**src/rtl/wol_pkg.sv**
```systemverilog
package wol_pkg;
  localparam int unsigned BYTE_W = 8;
  localparam logic [BYTE_W-1:0] SYNC_BYTE = 8'hFF;

  typedef enum logic {
    PH_SYNC = 1'b0,
    PH_ADDR = 1'b1
  } scan_phase_e;
endpackage

```
**src/rtl/wol_frame_track.sv**
```systemverilog
module wol_frame_track (
  input  logic clk_i,
  input  logic rst_ni,
  input  logic valid_i,
  input  logic sof_i,
  input  logic eof_i,
  output logic byte_ok_o,
  output logic start_o,
  output logic end_o
);
  logic in_frame_q;

  assign start_o   = valid_i && sof_i;
  assign byte_ok_o = valid_i && (sof_i || in_frame_q);
  assign end_o     = byte_ok_o && eof_i;

  always_ff @(posedge clk_i or negedge rst_ni) begin
    if (!rst_ni)                in_frame_q <= 1'b0;
    else if (valid_i && eof_i)  in_frame_q <= 1'b0;
    else if (valid_i && sof_i)  in_frame_q <= 1'b1;
  end

  AST_EOF_CLOSES_FRAME: assert property (@(posedge clk_i) disable iff (!rst_ni)
    (valid_i && eof_i) |=> !in_frame_q);
endmodule

```
**src/rtl/wol_sync_scan.sv**
```systemverilog
module wol_sync_scan import wol_pkg::*; #(
  parameter int unsigned SYNC_LEN   = 6,
  parameter int unsigned ADDR_BYTES = 6,
  parameter int unsigned REPS       = 16
) (
  input  logic                         clk_i,
  input  logic                         rst_ni,
  input  logic                         step_i,
  input  logic                         start_i,
  input  logic [BYTE_W-1:0]            data_i,
  input  logic [ADDR_BYTES*BYTE_W-1:0] node_addr_i,
  output logic                         found_o
);
  localparam int unsigned RUN_W = $clog2(SYNC_LEN + 1);
  localparam int unsigned IDX_W = (ADDR_BYTES > 1) ? $clog2(ADDR_BYTES) : 1;
  localparam int unsigned REP_W = (REPS > 1) ? $clog2(REPS) : 1;
  localparam logic [RUN_W-1:0] RUN_FULL = RUN_W'(SYNC_LEN);
  localparam logic [IDX_W-1:0] LAST_IDX = IDX_W'(ADDR_BYTES - 1);
  localparam logic [REP_W-1:0] LAST_REP = REP_W'(REPS - 1);

  logic [BYTE_W-1:0] addr_byte [ADDR_BYTES];
  for (genvar g = 0; g < ADDR_BYTES; g++) begin : g_addr_byte
    assign addr_byte[g] = node_addr_i[g*BYTE_W +: BYTE_W];
  end

  logic [RUN_W-1:0] run_q, run_b, run_n;
  logic [IDX_W-1:0] idx_q, idx_b, idx_n;
  logic [REP_W-1:0] rep_q, rep_b, rep_n;
  scan_phase_e      phase_q, phase_b, phase_n;
  logic             found_q, found_b, found_n;
  logic             hit, sync_ok, lead_ok, is_sync;

  always_comb begin
    run_b   = start_i ? '0      : run_q;
    idx_b   = start_i ? '0      : idx_q;
    rep_b   = start_i ? '0      : rep_q;
    phase_b = start_i ? PH_SYNC : phase_q;
    found_b = start_i ? 1'b0    : found_q;

    sync_ok = (run_b == RUN_FULL);
    is_sync = (data_i == SYNC_BYTE);
    lead_ok = sync_ok && (data_i == addr_byte[0]);

    run_n   = run_b;
    idx_n   = idx_b;
    rep_n   = rep_b;
    phase_n = phase_b;
    found_n = found_b;
    hit     = 1'b0;

    if (step_i) begin
      // consecutive 0xFF count runs in both phases; saturates at SYNC_LEN
      run_n = !is_sync ? '0 : (sync_ok ? run_b : run_b + RUN_W'(1));
      if (!found_b) begin
        if (phase_b == PH_ADDR && data_i == addr_byte[idx_b]) begin
          if (idx_b == LAST_IDX) begin
            idx_n = '0;
            if (rep_b == LAST_REP) begin
              hit     = 1'b1;
              found_n = 1'b1;
              phase_n = PH_SYNC;
              rep_n   = '0;
            end else begin
              rep_n = rep_b + REP_W'(1);
            end
          end else begin
            idx_n = idx_b + IDX_W'(1);
          end
        end else if (lead_ok) begin
          // mismatching or sync-phase byte reused as first address byte
          phase_n = PH_ADDR;
          idx_n   = IDX_W'(1);
          rep_n   = '0;
        end else begin
          phase_n = PH_SYNC;
          idx_n   = '0;
          rep_n   = '0;
        end
      end
    end
  end

  always_ff @(posedge clk_i or negedge rst_ni) begin
    if (!rst_ni) begin
      run_q   <= '0;
      idx_q   <= '0;
      rep_q   <= '0;
      phase_q <= PH_SYNC;
      found_q <= 1'b0;
    end else if (step_i || start_i) begin
      run_q   <= run_n;
      idx_q   <= idx_n;
      rep_q   <= rep_n;
      phase_q <= phase_n;
      found_q <= found_n;
    end
  end

  assign found_o = found_b || hit;

  AST_ADDR_AFTER_SYNC: assert property (@(posedge clk_i) disable iff (!rst_ni)
    $rose(phase_q == PH_ADDR) |-> ($past(run_q) == RUN_FULL));
  AST_SOF_CLEARS_FOUND: assert property (@(posedge clk_i) disable iff (!rst_ni)
    start_i |=> !found_q);
  AST_NO_STEP_HOLDS: assert property (@(posedge clk_i) disable iff (!rst_ni)
    (!step_i && !start_i) |=> $stable(found_q));
endmodule

```
**src/rtl/wol_wake_ctrl.sv**
```systemverilog
module wol_wake_ctrl (
  input  logic clk_i,
  input  logic rst_ni,
  input  logic arm_i,
  input  logic end_i,
  input  logic crc_ok_i,
  input  logic addr_hit_i,
  input  logic found_i,
  input  logic clr_i,
  output logic pme_n_o
);
  logic set;
  logic pme_n_q;

  assign set = arm_i && end_i && found_i && crc_ok_i && addr_hit_i;

  always_ff @(posedge clk_i or negedge rst_ni) begin
    if (!rst_ni)    pme_n_q <= 1'b1;
    else if (set)   pme_n_q <= 1'b0;
    else if (clr_i) pme_n_q <= 1'b1;
  end

  assign pme_n_o = pme_n_q;

  AST_WAKE_NEEDS_ARM: assert property (@(posedge clk_i) disable iff (!rst_ni)
    $fell(pme_n_o) |-> $past(arm_i));
  AST_WAKE_AT_GOOD_END: assert property (@(posedge clk_i) disable iff (!rst_ni)
    $fell(pme_n_o) |-> $past(end_i && crc_ok_i && addr_hit_i));
  AST_WAKE_NEEDS_PATTERN: assert property (@(posedge clk_i) disable iff (!rst_ni)
    $fell(pme_n_o) |-> $past(found_i));
  AST_STICKY_LOW: assert property (@(posedge clk_i) disable iff (!rst_ni)
    (!pme_n_o && !clr_i) |=> !pme_n_o);
  AST_CLEAR_RAISES: assert property (@(posedge clk_i) disable iff (!rst_ni)
    (clr_i && !end_i) |=> pme_n_o);
endmodule

```
**src/rtl/wol_magic_detect.sv**
```systemverilog
module wol_magic_detect import wol_pkg::*; #(
  parameter int unsigned SYNC_LEN   = 6,
  parameter int unsigned ADDR_BYTES = 6,
  parameter int unsigned REPS       = 16
) (
  input  logic                         clk_i,
  input  logic                         rst_ni,
  input  logic                         pm_en_i,
  input  logic                         magic_en_i,
  input  logic [ADDR_BYTES*BYTE_W-1:0] node_addr_i,
  input  logic                         rx_valid_i,
  input  logic                         rx_sof_i,
  input  logic                         rx_eof_i,
  input  logic [BYTE_W-1:0]            rx_data_i,
  input  logic                         rx_crc_ok_i,
  input  logic                         rx_addr_hit_i,
  input  logic                         pme_clr_i,
  output logic                         pme_n_o
);
  logic arm, byte_ok, frame_start, frame_end, found;

  assign arm = pm_en_i && magic_en_i;

  wol_frame_track u_frame (
    .clk_i     (clk_i),
    .rst_ni    (rst_ni),
    .valid_i   (rx_valid_i),
    .sof_i     (rx_sof_i),
    .eof_i     (rx_eof_i),
    .byte_ok_o (byte_ok),
    .start_o   (frame_start),
    .end_o     (frame_end)
  );

  wol_sync_scan #(
    .SYNC_LEN   (SYNC_LEN),
    .ADDR_BYTES (ADDR_BYTES),
    .REPS       (REPS)
  ) u_scan (
    .clk_i       (clk_i),
    .rst_ni      (rst_ni),
    .step_i      (byte_ok && arm),
    .start_i     (frame_start),
    .data_i      (rx_data_i),
    .node_addr_i (node_addr_i),
    .found_o     (found)
  );

  wol_wake_ctrl u_wake (
    .clk_i      (clk_i),
    .rst_ni     (rst_ni),
    .arm_i      (arm),
    .end_i      (frame_end),
    .crc_ok_i   (rx_crc_ok_i),
    .addr_hit_i (rx_addr_hit_i),
    .found_i    (found),
    .clr_i      (pme_clr_i),
    .pme_n_o    (pme_n_o)
  );
endmodule

```
**config.mk**
```make
export PLATFORM = sky130hd
export DESIGN_NAME = wol_magic_detect
export DESIGN_NICKNAME = d
export VERILOG_FILES = /design/src/rtl/wol_pkg.sv /design/src/rtl/wol_frame_track.sv /design/src/rtl/wol_sync_scan.sv /design/src/rtl/wol_wake_ctrl.sv /design/src/rtl/wol_magic_detect.sv
export SDC_FILE = /design/constraint.sdc
export NUM_CORES = 1
export LEC_CHECK = 0
export BUFFER_PORTS_ARGS = -buffer_cell sky130_fd_sc_hd__buf_2
export CAP_MARGIN = 20
export CORE_MARGIN = 8
export CORE_UTILIZATION = 49
export CTS_CLUSTER_SIZE = 8
export DETAILED_ROUTE_END_ITERATION = 8
export GPL_ROUTABILITY_DRIVEN = 0
export GPL_TIMING_DRIVEN = 1
export PLACE_DENSITY_LB_ADDON = 0.3
export SLEW_MARGIN = 0
export SYNTH_ARGS = -nofsm -noshare
export SYNTH_HDL_FRONTEND = slang
export SYNTH_SLANG_ARGS = --single-unit
export TNS_END_PERCENT = 100
```
**constraint.sdc**
```tcl
create_clock -name clk_i -period 3.05 [get_ports clk_i]
set_clock_uncertainty 0.2 [all_clocks]
set_input_delay 0.305 -clock clk_i [delete_from_list [all_inputs] [get_ports clk_i]]
set_output_delay 0.305 -clock clk_i [all_outputs]
set_load 0.05 [all_outputs]
```
==> results.txt, run 1 <==
Yosys top cell area share: 0.197
Met1 GRT Util: 0.235
Total power: 0.000529 W
Clk sinks: 14
Clock Latency Late Sink: 280 ps
H-tree lvl count: 1
Max-cap violations: 0
Synthesized area: 1650 µm²
Ys flop type: dfrtp_1
Worst-path fanout max: 11
Antenna cells: 0
Total gr overflow: 0
Rel. slew slack: 0.552
Critical Path AT: 2810 ps
Post-synth EDFFs: 0
Register share of total power: 0.369
Post-CTS Setup Inserts: 0
Worst setup margin: 223 ps
Die Y: 74.1 µm
VDD IR max: 0.171 mV
GRT busiest layer: met2
Hold Path Class: in2reg
# DRC: 0
Net Sw Power: 0.000171 W
# rows: 21
Top cell type by total area after synthesis: dfrtp_1
Commonest non-fill, non-tap cell in the layout: buf_2
Peak Freq: 0.354 GHz
Seq cells post-synth: 14
Vias: 1870
DR WL/cell: 15.8 µm
Layout Utilization: 0.632
Global-route wire length before repair: 8.02 mm
Starting Density: 0.503
Leak Pwr: 0.935 nW
Slew @ Worst Pin: 671 ps
Clk pwr share: 0.254
Setup-failing EPs final: 0
Clk root buf: clkbuf_4
DR pass1 iterations: 4
Most frequent cells in the layout: buf_2 (66), nand2_1 (30), a21oi_1 (20)
Final Hold Viols: 0
GRT Total Usage: 0.182
Final WL: 5.11 mm
Max-slew violation count: 0
Clock transition at path regs: 90 ps
Avg Cell Area, Syn: 7.86 µm²
Cts bufs inserted: 3
Final Hold Slack: 18.8 ps
Initial drt markers: 122
Vias in the first global route: 1784
Seq/Total Area, Yosys: 0.213
Critical setup path kind: reg2reg
Core Area: 3280 µm²
WHS Path Cells: 2
Cell area power density: 255 nW/µm²
Status: complete, no violations
Dpl ws: 198 ps
Async SR Flop Fraction: 1.00
Pin count of the biggest net entering global routing: 18
Min Tclk post-route: 2830 ps
Post-DR vias/cell: 5.79
Port bufs: 66
Die W: 74.1 µm
CTS max path bufs: 2
Net Count, Synth: 279
WP data required: 3030 ps
Hpwl dp: 4.09 mm
Worst setup EP type: flop
Share of layout cells above drive strength 1: 0.336
Setup TNS: 0 ps
R2R depth: 9
Synth unique cells: 53
Switching share of power: 0.323
Post-Synthesis Cells: 210
Unrepaired setup endpoints after global routing: no
Period utilization: 0.927
Top Ports: 67
M2 GR Usage: 0.307
Fin nets: 347
Routed Antenna Nets: 0
Area Growth Syn to Fin: 25.8%
Yosys warnings: 0
Power Internal: 0.000359 W
Die area: 5480 µm²
Synth top area cells: dfrtp_1 (20%), nand2_1 (6.8%), mux2i_1 (6.7%), a21oi_1 (6.4%), o22ai_1 (4.2%)
Initial antenna violation count: 0
Combinational Power Share: 0.376
Met3 usage: 0.0323
Nature of the critical path startpoint: flop
CTS tree: yes
==> through the flow <==
stage,instance area (µm²),std cells
CTS,2070,323
detailed placement,2020,318
global placement,2020,318
floorplan,1650,210
finish,2080,323
global route,2080,323
==> flip-flops by register name (all words and copies together) (netlist names) <==
signal,flops
u_frame.in_frame_q,1
u_scan.found_q,1
u_scan.idx_q,3
u_scan.phase_q,1
u_scan.rep_q,4
u_scan.run_q,3
u_wake.pme_n_o,1
==> metal layers <==
layer	wire [µm]	part of all wire
met2	2430	0.48
met1	2210	0.43
met4	57	0.011
met3	410	0.080
met5	0	0
==> cell usage after synthesis, types with 2 or more instances <==
master and n:
mux2_2 2, buf_6 2, and3_1 3, mux2i_1 11, and2_1 3, clkbuf_1 2, a221oi_1 5, nand3_1 6
nand4_1 4, xor2_1 3, o31ai_1 4, dfrtp_1 13, inv_1 6, buf_4 5, o21a_1 5, xnor2_1 7
o21ai_0 8, nand2b_1 6, ha_1 3, o22ai_1 11, nand2_1 30, nor3_1 8, nor2_1 13, a21oi_1 21
==> layout make-up <==
cell class / count / area (µm²)
timing repair buffer: 73 / 398
sequential: 14 / 354
inverter: 6 / 22.5
multi-input combinational: 180 / 1210
fill: 312 / 1210
tap: 46 / 57.6
clock buffer: 4 / 36.3
==> critical path, cell delays in order, from the launching register on <==
cell       delay [ps]
dfrtp_2           460
mux2_4            310
o221a_4           260
a2111oi_4         330
a211o_1           150
nand4_2           150
nor4_4            320
buf_4             230
nand2_4            70
o31ai_1           260
==> power by group through the flow <==
stage,Sequential [W],Clock [W],Combinational (W)
after floorplan,0.000194,0,0.000125
after global placement,0.000199,0,0.000194
after global routing,0.000196,0.000144,0.000217
final,0.000195,0.000135,0.000199
after detailed placement,0.000199,0,0.000196
after CTS,0.000195,0.000141,0.000198
==> kinds of logic (layout without fill, tap and decap cells) <==
logic type	Yosys count	after routing	share of synthesized area
simple gates	82	82	0.252
mux	14	14	0.0894
flops	14	14	0.213
buf+inv	16	83	0.0576
compound gates	71	71	0.312
fa+ha+maj	3	3	0.0227
xor+xnor	10	10	0.0530
==> worst paths after layout <==
| check | startpoint | end | slack [ps] |
|---|---|---|---|
| setup reg to reg | u_scan.idx_q[1] | u_scan.idx_q[2] | 220 |
| setup / recovery | u_scan.idx_q[1] | u_scan.idx_q[2] | 220 |
| hold reg to reg | u_wake.pme_n_o | u_wake.pme_n_o | 330 |
| hold / removal | rx_eof_i | u_frame.in_frame_q | 20 |
| max in group asynchronous | rst_ni | u_wake.pme_n_o | 2110 |
| min in group asynchronous | rst_ni | u_scan.rep_q[1] | 250 |
==> what timing repair did <==
action / CTS / global route
gates resized for setup: 0 / 3
endpoints found under the setup margin: 0 / 3
hold buffers: 1 / 0
endpoints found under the hold margin: 14 / 0
Note: power is estimated with default switching activity, not from simulation.
==> inputs of run 2 (changes only) <==
--- a/config.mk
+++ b/config.mk
@@ -17,5 +17,6 @@
 export SLEW_MARGIN = 0
 export SYNTH_ARGS = -nofsm -noshare
 export SYNTH_HDL_FRONTEND = slang
+export SYNTH_HIERARCHICAL = 1
 export SYNTH_SLANG_ARGS = --single-unit
 export TNS_END_PERCENT = 100
==> results.txt, run 2 <==
VDD IR max: 0.268 mV (+56%)
Crit-path leading delay family: compound AO/OA/AOI/OAI gates
Worst path cell trace: or3b_1 > o22a_1 > a211o_1 > a22o_1 > a221oi_2 > nand2_1 > o21ai_1 > a31oi_1
Critical Path AT: 2850 ps (+40 ps)
H-tree lvl count: 1 (unchanged)
Vias in the first global route: 1761 (-1.3%)
Avg Cell Area, Syn: 8.32 µm² (+5.8%)
Clock transition at path regs: 90 ps (about the same)
Simple-gate share of the synthesized area: 0.219 (-0.0334)
Rel. slew slack: 0.681 (+0.129)
Max-slew violation count: 0 (unchanged)
Yosys top cell area share: 0.194 (-0.00337)
Starting Density: 0.508 (+0.00470)
Main combinational cell family by area after synthesis: compound AO/OA/AOI/OAI gates
Slowest cell on crit path: or3b_1
CTS max path bufs: 2 (unchanged)
Antenna cells: 0 (unchanged)
Slew @ Worst Pin: 478 ps (-193 ps)
Post-synth EDFFs: 0 (unchanged)
Final Hold Viols: 0 (unchanged)
Setup-failing EPs final: 0 (unchanged)
Mux contribution to synthesized area: 0.109 (+0.0201)
PostCTS Resize Cnt: 0 (unchanged)
Met1 GRT Util: 0.213 (-0.0217)
Fin nets: 339 (-2.3%)
Min Tclk post-route: 2830 ps (+6.79 ps)
Largest registers: u_scan/rep_q (4), u_scan/idx_q (3), u_scan/run_q (3)
Die Y: 74.6 µm (+0.68%)
Clock Latency Late Sink: 290 ps (about the same)
Initial drt markers: 179 (+47%)
CTS tree: yes
# rows: 21 (unchanged)
Unrepaired setup endpoints after global routing: no
Clk root buf: clkbuf_4
Area Growth Syn to Fin: 25.9%
Ys flop type: dfrtp_1
Global-route wire length before repair: 7.87 mm (-2.0%)
Net Count, Synth: 271 (-2.9%)
Period utilization: 0.929 (+0.00223)
Routed Antenna Nets: 0 (unchanged)
Port bufs: 66 (unchanged)
Final WL: 4.99 mm (-2.5%)
Initial antenna violation count: 0 (unchanged)
GRT busiest layer: met2
Die W: 74.6 µm (+0.68%)
Most common library cells after synthesis: mux2i_1 (15), dfrtp_1 (13), a21oi_1 (12), nand2b_1 (11), nor2_1 (11)
Nature of the critical path startpoint: flop
Top Ports: 67 (unchanged)
DR pass1 iterations: 5 (+1)
Post-DR vias/cell: 6.08 (+5.0%)
Post-Synthesis Cells: 202 (-3.8%)
Synthesized area: 1680 µm² (+1.7%)
Adder-Cell Fraction of Synth Area: 0.0223 (-0.000389)
Max-cap violations: 0 (unchanged)
Core Area: 3310 µm² (+0.80%)
Status: complete, no violations
Commonest non-fill, non-tap cell in the layout: buf_2
Async SR Flop Fraction: 1.00 (unchanged)
Most frequent cells in the layout: buf_2 (66), mux2i_1 (15), dfrtp_1 (13)
Cts bufs inserted: 3 (unchanged)
Peak Freq: 0.353 GHz (-0.24%)
Synth Area in XOR/XNOR: 0.0469 (-0.00612)
WP data required: 3070 ps (+40 ps)
Post-CTS Setup Inserts: 0 (unchanged)
Synth unique cells: 56 (+5.7%)
Total gr overflow: 0 (unchanged)
Leak Pwr: 0.952 nW (+1.9%)
Clk sinks: 14 (unchanged)
Vias: 1914 (+2.4%)
Max reg flops: 4 (unchanged)
Top cell type by total area after synthesis: dfrtp_1
Share of layout cells above drive strength 1: 0.338 (+0.00255)
Met3 usage: 0.0553 (+0.0229)
Cell area power density: 237 nW/µm² (-7.0%)
Hold Path Class: in2reg
Yosys warnings: 6 (+6)
Buf+Inv Stages, Crit Path: 0 (-1)
Total power: 0.000502 W (-5.3%)
M2 GR Usage: 0.290 (-0.0162)
Most flops, register: u_scan/rep_q
Seq cells post-synth: 14 (unchanged)
Worst path max stage delay: 510 ps (+50 ps)
Worst-path fanout max: 9 (-2)
Setup TNS: 0 ps (unchanged)
Hpwl dp: 4.04 mm (-1.2%)
Synth top area cells: dfrtp_1 (19%), mux2i_1 (8.9%), nand2b_1 (4.1%), xor2_1 (3.6%), a21oi_1 (3.6%)
Pin count of the biggest net entering global routing: 18 (unchanged)
GRT Total Usage: 0.174 (-0.00801)
# DRC: 0 (unchanged)
DR WL/cell: 15.8 µm (about the same)
Worst setup EP type: flop
Critical setup path kind: reg2reg
Compound-Gate Fraction of Synth Area: 0.344 (+0.0319)
Seq/Total Area, Yosys: 0.209 (-0.00365)
Most frequent cell after synthesis: mux2i_1
Die area: 5560 µm² (+1.4%)
[run 2: cell families after synthesis]
group           after synthesis
compound gates               74
simple gates                 66
buf+inv                      18
mux                          18
flops                        14
xor+xnor                      9
fa+ha+maj                     3
[run 2: repair_timing]
action	CTS	global route
setup endpoints to repair	0	0
hold buffers	3	0
hold endpoints to repair	16	0
[run 2: through the flow]
step	hold WS, ps	cells	utilization	setup slack [ps]	cell area, µm²
final	30.3	315	0.639	216	2120
after global routing	35.7	315	0.639	55.5	2120
after CTS	22.5	315	0.639	240	2120
after detailed placement	20.6	308	0.619	82.4	2050
after global placement	20.9	308	0.619	151	2050
after floorplan	-191	202	-	381	1680
[run 2: final cells by class]
cell class                 instances  area, µm²
clock buffer                       4       36.3
fill                             308       1190
inverter                           7       26.3
multi-input combinational        170       1250
sequential                        14        352
tap                               46       57.6
timing repair buffer              74        398
[run 2: per-layer routing]
layer / wire, µm / part of all wire / up-vias
met3: 610 / 0.12 / 14
met4: 51 / 0.010 / 0
met5: 0 / 0 / -
met2: 2330 / 0.47 / 105
li1: - / - / 931
met1: 2000 / 0.40 / 864
[run 2: power by group]
| part | total [W] | internal [W] | switching, W |
|---|---|---|---|
| clock | 0.000136 | 0.0000727 | 0.0000634 |
| combinational | 0.000175 | 0.0000897 | 0.0000850 |
| sequential | 0.000191 | 0.000188 | 0.00000273 |
| total | 0.000502 | 0.000350 | 0.000151 |
[run 2: final timing paths]
kind / start / depth (start not counted) / slack (ps) / to
setup / recovery: u_scan/idx_q[1] / 8 / 220 / u_wake/pme_n_o
min in group asynchronous: rst_ni / 2 / 240 / u_scan/found_q
setup reg to reg: u_scan/idx_q[1] / 8 / 220 / u_wake/pme_n_o
hold / removal: rx_valid_i / 2 / 30 / u_frame/in_frame_q
hold reg to reg: u_wake/pme_n_o / 2 / 300 / u_wake/pme_n_o
max in group asynchronous: rst_ni / 2 / 2120 / u_wake/pme_n_o
==> inputs of run 3 (changes only) <==
--- a/config.mk
+++ b/config.mk
@@ -7,6 +7,7 @@
 export LEC_CHECK = 0
 export BUFFER_PORTS_ARGS = -buffer_cell sky130_fd_sc_hd__buf_2
 export CAP_MARGIN = 20
+export CORE_ASPECT_RATIO = 1.1
 export CORE_MARGIN = 8
 export CORE_UTILIZATION = 49
 export CTS_CLUSTER_SIZE = 8
==> results.txt, run 3 (same netlist as run 2, synthesis figures left out) <==
Status: complete, no violations
Worst path cell trace: or3b_1 > o22a_1 > a211o_1 > a222oi_1 > and3_1 > a21oi_1 > o32ai_2
Wire length on met1: 2.11 mm (+5.8%)
Dpl ws: 94.6 ps (+12.1 ps)
Die W: 71.8 µm (-3.7%)
Largest registers: u_scan/rep_q (4), u_scan/idx_q (3), u_scan/run_q (3)
Clk root buf: clkbuf_4
Max-slew violation count: 0 (unchanged)
CTS tree: yes
Global-route wire length before repair: 8.85 mm (+13%)
Critical setup path kind: reg2reg
Period utilization: 0.921 (-0.00846)
Min Tclk post-route: 2810 ps (-25.8 ps)
Unrepaired setup endpoints after global routing: no
Buf+Inv Stages, Crit Path: 0 (unchanged)
WHS Path Cells: 2 (unchanged)
Hold-fix buffers at CTS: 3 (unchanged)
Fin cells: 306 (-2.9%)
Share of layout cells above drive strength 1: 0.337 (-0.00125)
Slew @ Worst Pin: 552 ps (+74.6 ps)
Nature of the critical path startpoint: flop
PostCTS Resize Cnt: 0 (unchanged)
Post-CTS Setup Inserts: 0 (unchanged)
Vias: 1868 (-2.4%)
Max-cap violations: 0 (unchanged)
Port bufs: 66 (unchanged)
Hpwl dp: 4.21 mm (+4.0%)
R2R depth: 7 (-1)
Max reg flops: 4 (unchanged)
Most flops, register: u_scan/rep_q
# DRC: 0 (unchanged)
Layout Utilization: 0.636 (-0.00309)
Hold Path Class: in2reg
Clock Latency Late Sink: 290 ps (about the same)
Highest metal used: met4
Pin count of the biggest net entering global routing: 19 (+1)
Cts bufs inserted: 3 (unchanged)
CTS max path bufs: 2 (unchanged)
GRT Total Usage: 0.190 (+0.0159)
Setup-failing EPs final: 0 (unchanged)
Worst-path fanout max: 12 (+3)
Cell area power density: 229 nW/µm² (-3.3%)
Die area: 5560 µm² (about the same)
Initial antenna violation count: 0 (unchanged)
Total power: 0.000481 W (-4.0%)
Peak Freq: 0.356 GHz (+0.92%)
Worst setup EP type: flop
Crit-path leading delay family: compound AO/OA/AOI/OAI gates
Antenna cells: 0 (unchanged)
Clk sinks: 14 (unchanged)
DR WL/cell: 16.8 µm (+6.2%)
WL met3: 462 µm (-24%)
Clock transition at path regs: 90 ps (about the same)
Slowest cell on crit path: or3b_1
DR pass1 iterations: 5 (unchanged)
Routed Antenna Nets: 0 (unchanged)
Rel. slew slack: 0.629 (-0.0519)
# rows: 22 (+4.8%)
Vias in the first global route: 1981 (+12%)
WP data required: 3060 ps (about the same)
Post-Place Cells: 299 (-2.9%)
Die Y: 77.4 µm (+3.8%)
Final WL: 5.14 mm (+3.2%)
Setup TNS: 0 ps (unchanged)
Worst path max stage delay: 560 ps (+50 ps)
Post-DR vias/cell: 6.10 (+0.47%)
Fin nets: 340 (+0.29%)
Commonest non-fill, non-tap cell in the layout: buf_2
Most frequent cells in the layout: buf_2 (66), mux2i_1 (15), dfrtp_1 (13)
Initial drt markers: 116 (-35%)
VDD IR max: 0.208 mV (-22%)
Worst setup margin: 242 ps (+25.8 ps)
Leak Pwr: 0.951 nW (about the same)
Final Hold Viols: 0 (unchanged)
Area Growth Syn to Fin: 25.0%
WL met2: 2.42 mm (+4.1%)
Core Area: 3300 µm² (-0.23%)
Total gr overflow: 0 (unchanged)
Starting Density: 0.509 (+0.00115)
Critical path depth: 7 (-1)
H-tree lvl count: 1 (unchanged)
Top Ports: 67 (unchanged)
Critical Path AT: 2820 ps (-30 ps)
## run 3: cell types whose count changed in the layout (fill, tap and decap cells not counted)
cell      delta
buf_4        +1
clkbuf_1     +1
clkbuf_8     -1
## run 3: report_power, final
group | leakage [nW] | internal, W | switching [W]
sequential | 0.190 | 0.000188 | 0.00000229
combinational | 0.747 | 0.0000905 | 0.0000848
clock | 0.0150 | 0.0000509 | 0.0000647
## run 3: cell type report
cell class | count | area [µm²]
multi-input cells | 170 | 1250
fillers | 323 | 1200
repair buffers | 75 | 405
flip-flops and latches | 14 | 352
well taps | 36 | 45.0
clock buffers | 4 | 26.3
inverters | 7 | 26.3
## run 3: layer usage
layer  vias to the layer above  GRT usage
met5                         -          0
met4                         0     0.0859
met3                        13     0.0630
met2                        66      0.326
met1                       861      0.207
li1                        928          -
## run 3: final timing paths
check / startpoint / to / slack [ps]
max: u_scan/idx_q[1] / u_scan/rep_q[1] / 240
min: rx_valid_i / u_frame/in_frame_q / 30
max reg2reg: u_scan/idx_q[1] / u_scan/rep_q[1] / 240
min reg2reg: u_wake/pme_n_o / u_wake/pme_n_o / 290
max in group asynchronous: rst_ni / u_wake/pme_n_o / 2110
min in group asynchronous: rst_ni / u_scan/run_q[1] / 240
## run 3: through the flow
step | instance area, µm² | hold WS [ps]
2_1_floorplan | 1680 | -191
3_3_place_gp | 2040 | 16.3
3_5_place_dp | 2040 | 23.9
4_1_cts | 2100 | 19.6
5_1_grt | 2100 | 26.8
6_report | 2100 | 26.8
